<file path="src/rtl/flagstk_pkg.sv">
package flagstk_pkg;
    localparam int W         = 32;
    localparam int FLAG_U    = 5;
    localparam int FLAG_P    = 7;
    localparam int FLAG_R    = 8;
    localparam int POP_SHIFT = 10;
    localparam int KEEP_BITS = 2;
    localparam int GAP_BITS  = 2;

    typedef struct packed {
        logic [W-1:0] status;
        logic [W-1:0] ksp;
        logic [W-1:0] usp;
        logic [W-1:0] sp;
        logic         chg;
    } unit_state_t;
endpackage

</file>
<file path="src/rtl/flagstk_pop.sv">
module flagstk_pop #(
    parameter int W     = 32,
    parameter int SHIFT = 10,
    parameter int KEEP  = 2,
    parameter int GAP   = 2,
    parameter int U_BIT = 5,
    parameter int P_BIT = 7,
    parameter int R_BIT = 8
) (
    input  logic [W-1:0] cur,
    output logic [W-1:0] nxt,
    output logic         enter_user
);
    localparam int STACK_W = W - KEEP - GAP;
    localparam logic [W-1:0] KEEP_M  = {{KEEP{1'b1}}, {(W-KEEP){1'b0}}};
    localparam logic [W-1:0] STACK_M = {{(KEEP+GAP){1'b0}}, {STACK_W{1'b1}}};

    logic [W-1:0] shifted;

    always_comb begin
        shifted = (cur & KEEP_M) | ((cur & STACK_M) >> SHIFT);
        nxt     = shifted;
        if (!shifted[R_BIT]) begin
            nxt[P_BIT] = 1'b1;
        end
        enter_user = shifted[U_BIT];
    end
endmodule

</file>
<file path="src/rtl/flagstk_mask.sv">
module flagstk_mask #(
    parameter int W     = 32,
    parameter int U_BIT = 5
) (
    input  logic [W-1:0] cur,
    input  logic [W-1:0] mask,
    input  logic         do_set,
    output logic [W-1:0] nxt,
    output logic         enter_user
);
    always_comb begin
        nxt        = do_set ? (cur | mask) : (cur & ~mask);
        enter_user = do_set && !cur[U_BIT] && mask[U_BIT];
    end
endmodule

</file>
<file path="src/rtl/flagstk_unit.sv">
module flagstk_unit
    import flagstk_pkg::*;
(
    input  logic         clk,
    input  logic         rst_n,
    input  logic         op_ret,
    input  logic         op_set,
    input  logic         op_clr,
    input  logic [31:0]  flag_mask,
    input  logic [31:0]  sp_in,
    input  logic         usp_we,
    input  logic [31:0]  usp_wdata,
    output logic [31:0]  status,
    output logic [31:0]  ksp,
    output logic [31:0]  sp_out,
    output logic         mode_chg
);
    unit_state_t  st_d, st_q;
    logic [W-1:0] pop_nxt, msk_nxt;
    logic         pop_user, msk_user;

    flagstk_pop #(
        .W(W), .SHIFT(POP_SHIFT), .KEEP(KEEP_BITS), .GAP(GAP_BITS),
        .U_BIT(FLAG_U), .P_BIT(FLAG_P), .R_BIT(FLAG_R)
    ) u_pop (
        .cur        (st_q.status),
        .nxt        (pop_nxt),
        .enter_user (pop_user)
    );

    flagstk_mask #(.W(W), .U_BIT(FLAG_U)) u_mask (
        .cur        (st_q.status),
        .mask       (flag_mask),
        .do_set     (op_set),
        .nxt        (msk_nxt),
        .enter_user (msk_user)
    );

    always_comb begin
        st_d     = st_q;
        st_d.chg = 1'b0;
        if (usp_we) begin
            st_d.usp = usp_wdata;
        end
        if (op_ret) begin
            st_d.status = pop_nxt;
            if (pop_user) begin
                st_d.ksp = sp_in;
                st_d.sp  = st_q.usp;
                st_d.chg = 1'b1;
            end
        end else if (op_set || op_clr) begin
            st_d.status = msk_nxt;
            if (msk_user) begin
                st_d.ksp = sp_in;
                st_d.sp  = st_q.usp;
                st_d.chg = 1'b1;
            end
        end
    end

    always_ff @(posedge clk) begin
        if (!rst_n) begin
            st_q <= '0;
        end else begin
            st_q <= st_d;
        end
    end

    assign status   = st_q.status;
    assign ksp      = st_q.ksp;
    assign sp_out   = st_q.sp;
    assign mode_chg = st_q.chg;
endmodule

</file>
<file path="config.mk">
export PLATFORM = sky130hd
export DESIGN_NAME = flagstk_unit
export DESIGN_NICKNAME = d
export VERILOG_FILES = /design/src/rtl/flagstk_pkg.sv /design/src/rtl/flagstk_pop.sv /design/src/rtl/flagstk_mask.sv /design/src/rtl/flagstk_unit.sv
export SDC_FILE = /design/constraint.sdc
export NUM_CORES = 1
export LEC_CHECK = 0
export ABC_AREA = 1
export BUFFER_PORTS_ARGS = -buffer_cell sky130_fd_sc_hd__buf_2
export CAP_MARGIN = 10
export CORE_MARGIN = 2
export CORE_UTILIZATION = 56
export DETAILED_ROUTE_END_ITERATION = 8
export PLACE_DENSITY = 0.85
export REMOVE_ABC_BUFFERS = 1
export SYNTH_ARGS = -nofsm -noshare
export SYNTH_HDL_FRONTEND = slang
export SYNTH_HIERARCHICAL = 1
export SYNTH_SLANG_ARGS = --single-unit
</file>
<file path="constraint.sdc">
create_clock -name clk -period 3.35 [get_ports clk]
set_input_delay 0.1675 -clock clk [delete_from_list [all_inputs] [get_ports clk]]
set_output_delay 0.1675 -clock clk [all_outputs]
set_load 0.005 [all_outputs]
</file>
### Word level (Yosys, flattened, before mapping)

Cells that the tools add are included.

* logic and storage cells: 27
* output and inout bits: 97
* register bits after elaboration: 129

* equal/unequal tests: 1
* bitwise logic cells: 4
* muxes and demuxes: 10
* reduce and logical (&&, ||, !) cells: 7

Operators by type and width (number)
* $mux 33: 4
* $mux 64: 2
* $mux 32: 3
* $and 32x32->32: 1
* $not 32->32: 1
* $or 32x18->32: 1
* $or 32x32->32: 1
* $reduce_bool 2->1: 2
* $reduce_and 3->1: 1
* $logic_and 1x1->1: 2
* $ne 2x1->1 const B: 1
* $logic_not 1->1: 1
* $logic_or 1x1->1: 1
* $mux 1: 1

### Logic depth before layout (Yosys ltp)

* depth in word-level cells: 6
* mapped depth: 9
* mapped depth without buffers: 8

### Hierarchy

Netlist, hierarchy kept.

Modules (own cells, without submodules)
* flagstk_unit: instances 1, seq. area each 2582.5 um2, cells an instance 869, area each 6034.5 um2
* flagstk_mask: instances 1, seq. area each 0.0 um2, cells an instance 132, area each 518.0 um2
* flagstk_pop: instances 1, seq. area each 0.0 um2, cells an instance 35, area each 251.5 um2

### Least setup slack after synthesis

No wires, ideal clock.

* path kind: register to register
* start point: register st_q, in the netlist status[15]
* end point: register st_q, in the netlist ksp[0]
* period minus slack after synthesis: 1.109 ns
* data arrival time: 0.996 ns
* path slack: 2.241 ns
* setup time: 0.113 ns
* stages on the path, launching flop included: 8
* cells stage by stage: dfxtp_1 > buf_4 > nand2_2 > nand2_4 > buf_2 > nand3_1 > nand2_1 > nor2_1

* word-level cells in the longest chain between the ends: 3

Ends and longest elaborated chain
* start: declaration: line flagstk_unit.sv:18 `unit_state_t st_d, st_q;`
* start signal: assignment: line flagstk_unit.sv:66 `st_q <= st_d;`
* $or 32x18->32: line flagstk_pop.sv:21 `shifted = (cur & KEEP_M) | ((cur & STACK_M) >> SHIFT);`
* via pop_user: line flagstk_unit.sv:20 `logic pop_user, msk_user;`
* $ne 2x1->1 (no source line)
* $reduce_and 3->1 (no source line)

The timed path passes the listed nets, and every way through them passes these cells.
A chain may end at the register's enable or synchronous reset.

### Final worst setup path

* start point: input op_set
* end point: register st_q, in the netlist status[27]

* word-level cells in the longest chain between the ends: 3
* elaborated cells on any way between the ends: 5
* classes of those cells: mux: 3; reduce/logical: 2

Ends and longest elaborated chain
* start: declaration: line flagstk_unit.sv:7 `input logic op_set,`
* $mux 32: line flagstk_mask.sv:12 `nxt = do_set ? (cur | mask) : (cur & ~mask);`
* $mux 64: line flagstk_unit.sv:52 `end else if (op_set || op_clr) begin`
* $mux 64: line flagstk_unit.sv:45 `if (op_ret) begin`

Several ways; a longest one is shown, not always the timed one. The select of a mux whose other input is x is not followed.

==> run_results.csv <==
group,metric,value,unit
setup_path,cp_slowest_stage_delay,0.61,ns
clock_network,tritoncts,"yes",
clock_network,clkTransAtPathRegs,0.05,ns
layout,syn_to_final_growth,8.28,%
die,initial_core_util,0.571,
clock_network,root_buffer,"clkbuf_16",
flow_run,drv_cap,0,
clock_network,clk_latency,0.41,ns
sta,post-route-period-util,0.554,
setup_path,crit_buf_inv,2,
setup_path,crit_family,"simple AND/OR/NAND/NOR gates",
routing,dr.first_iter.drc_count,392,
worst_hold_path,hold_end,"st_q[55]",
worst_hold_path,min_from,"usp_wdata[22]",
synthesis,synth_warnings,6,
routing,vias,5853,
global_routing,grt.total_usage,0.216,
clock_network,cts_buffer_depth,2,
routing,viasPerCell,4.71,
die,pin_count,199,
setup_path,rrSetupSlack,1.76,ns
clock_network,cts_inserted_buffers,17,
setup_path,r2r-start,"status[5]",
die,die_h,114,um
power,p_per_area,555,nW/um^2
setup_path,cpMaxStageDelayCell,"nand2_4",
global_routing,grt_pass1_vias,5108,
setup_path,cp_max_fo,79,
clock_network,holdBufCountCts,0,
routing,totalWireLength,14200,um
sta,period_minus_slack,1.86,ns
synthesis,synth_seq_cells,129,
global_routing,grt_pass1_wl,22900,um
setup_path,cp.arrival,2.16,ns
setup_path,reg2reg_depth,6,
setup_path,critPathMostFrequentCell,"nor2_1",
synthesis,synth_area_per_cell,6.57,sq um
sta,finalHoldViolCount,0,
sta,fin_skew,0.00638,ns
placed_design,io_buffers,198,
clock_network,ctsResizeCount,0,
sta,worstMarginPinSlew,1.04,ns
layout,final_nets,1187,
setup_path,crit_chain,"buf_2 > nor2_2 > nand2_4 > inv_2 > nor2_1 > nor2_1",
sta,finalSetupTns,0,ns
placed_design,hpwlAfterDp,8910,um
global_routing,grt-ovfl-total,0,
die,die_x,114,um
worst_hold_path,hp-class,"in -> reg",
synthesis,ys_types,21,
clock_network,clock-sinks,129,
die,rows,40,
routing,firstDrtPassIters,4,
sta,rsz0062_at_grt,"no",
setup_path,start_kind,"input port",
sta,fin_ws,1.49,ns
routing,drc,0,
worst_hold_path,whs_path_depth,3,
setup_path,critPathKind,"in -> reg",
synthesis,yosysSeqAreaShare,0.380,
sta,finalSetupViolations,0,
setup_path,r2r-end,"sp_out[20]",
clock_network,post_cts_buffers,0,
layout,mostFrequentLayoutCell,"nand2_1",
layout,drive_gt1_frac,0.217,
sta,hold_slack,0.0316,ns
placed_design,preCtsSetupSlack,1.12,ns
die,core,11900,sq um
routing,ant_nets,0,
sta,max_freq,0.538,GHz
sta,relSlewSlack,0.308,
global_routing,grt_max_degree,115,
clock_network,htreeDepth,4,
sta,final_max_slew_viol_count,0,
global_routing,antenna_found_initial,0,
die,dieArea,13000,sq um
placed_design,gp_congestion,0.818,
power,leakage,4.05,nW
status,run_status,"finished clean",
setup_path,cp.required,3.65,ns
setup_path,endpoint_kind,"register",
power,vdd_drop_max,0.335,mV
layout,layout_common_cells,"nand2_1, buf_2, nor2_1",
routing,post_drt_wl_per_cell,11.4,um
synthesis,synth_area,6800,sq um
synthesis,netlist_instances,1036,
[metrics by stage]
stage                     std cells  total power, W   util  area, sq um
after floorplan                 864         0.00205      -         5580
after global placement         1213         0.00229  0.570         6790
after detailed placement       1213         0.00231  0.570         6790
after CTS                      1242         0.00412  0.618         7360
after global routing           1242         0.00428  0.618         7360
final                          1243         0.00409  0.618         7370
[worst max path at each step]
stage | startpoint | end | cells past startpoint
finish | op_set | status[27] | 6
global route | op_set | status[21] | 6
CTS | op_set | status[13] | 6
detailed placement | op_set | status[27] | 6
global placement | op_set | status[3] | 6
floorplan | usp_we | st_q[33] | 3
[final cells by class]
| type | instances | area, sq um |
|---|---|---|
| clock buffer | 24 | 502 |
| inverter | 103 | 392 |
| tap | 147 | 184 |
| multi-input combinational | 632 | 2600 |
| fill | 1132 | 4540 |
| clock inverter | 5 | 77.6 |
| antenna | 1 | 2.50 |
| timing repair buffer | 202 | 1020 |
| sequential | 129 | 2580 |
[tightest hold or removal path, delay by kind of cell]
| kind | cells | cell delay, ns |
|---|---|---|
| AO/OA/AOI/OAI | 2 | 0.17 |
| buffers and inverters | 1 | 0.07 |
[Yosys cell counts (all sizes together)]
master	n	area, sq um
a21boi	1	7.51
nand2	264	1020
inv	102	388
buf	166	1200
nand3	64	320
dfxtp	129	2580
clkbuf	17	63.8
nor2	195	734
conb	1	3.75
clkinv	1	3.75
a21oi	32	160
o21ai	64	320
[report_power, final]
group | internal (W) | switching (W)
registers | 0.00165 | 0.0000651
clock network | 0.00118 | 0.000634
logic | 0.000234 | 0.000323
total | 0.00307 | 0.00102
[layer usage]
metal,vias up,global-route usage,wire (um)
li1,3092,-,-
met1,2579,0.254,6340
met2,149,0.372,6860
met3,33,0.0461,614
met4,0,0.111,409
met5,-,0,0
[sequential cells by signal, indices dropped and copies added, names as in the netlist]
signal / cells
sp_out: 32
status: 32
mode_chg: 1
ksp: 32
st_q: 32
[cells by family (layout without fill, tap and decap cells)]
family	after synthesis	count (layout)	share of synthesized area
other	1	13	0.000551
buffers and inverters	286	334	0.244
AND/OR/NAND/NOR	523	523	0.304
AO/OA/AOI/OAI	97	97	0.0717
flip-flops	129	129	0.380
Note: power is estimated with default switching activity, not from simulation.
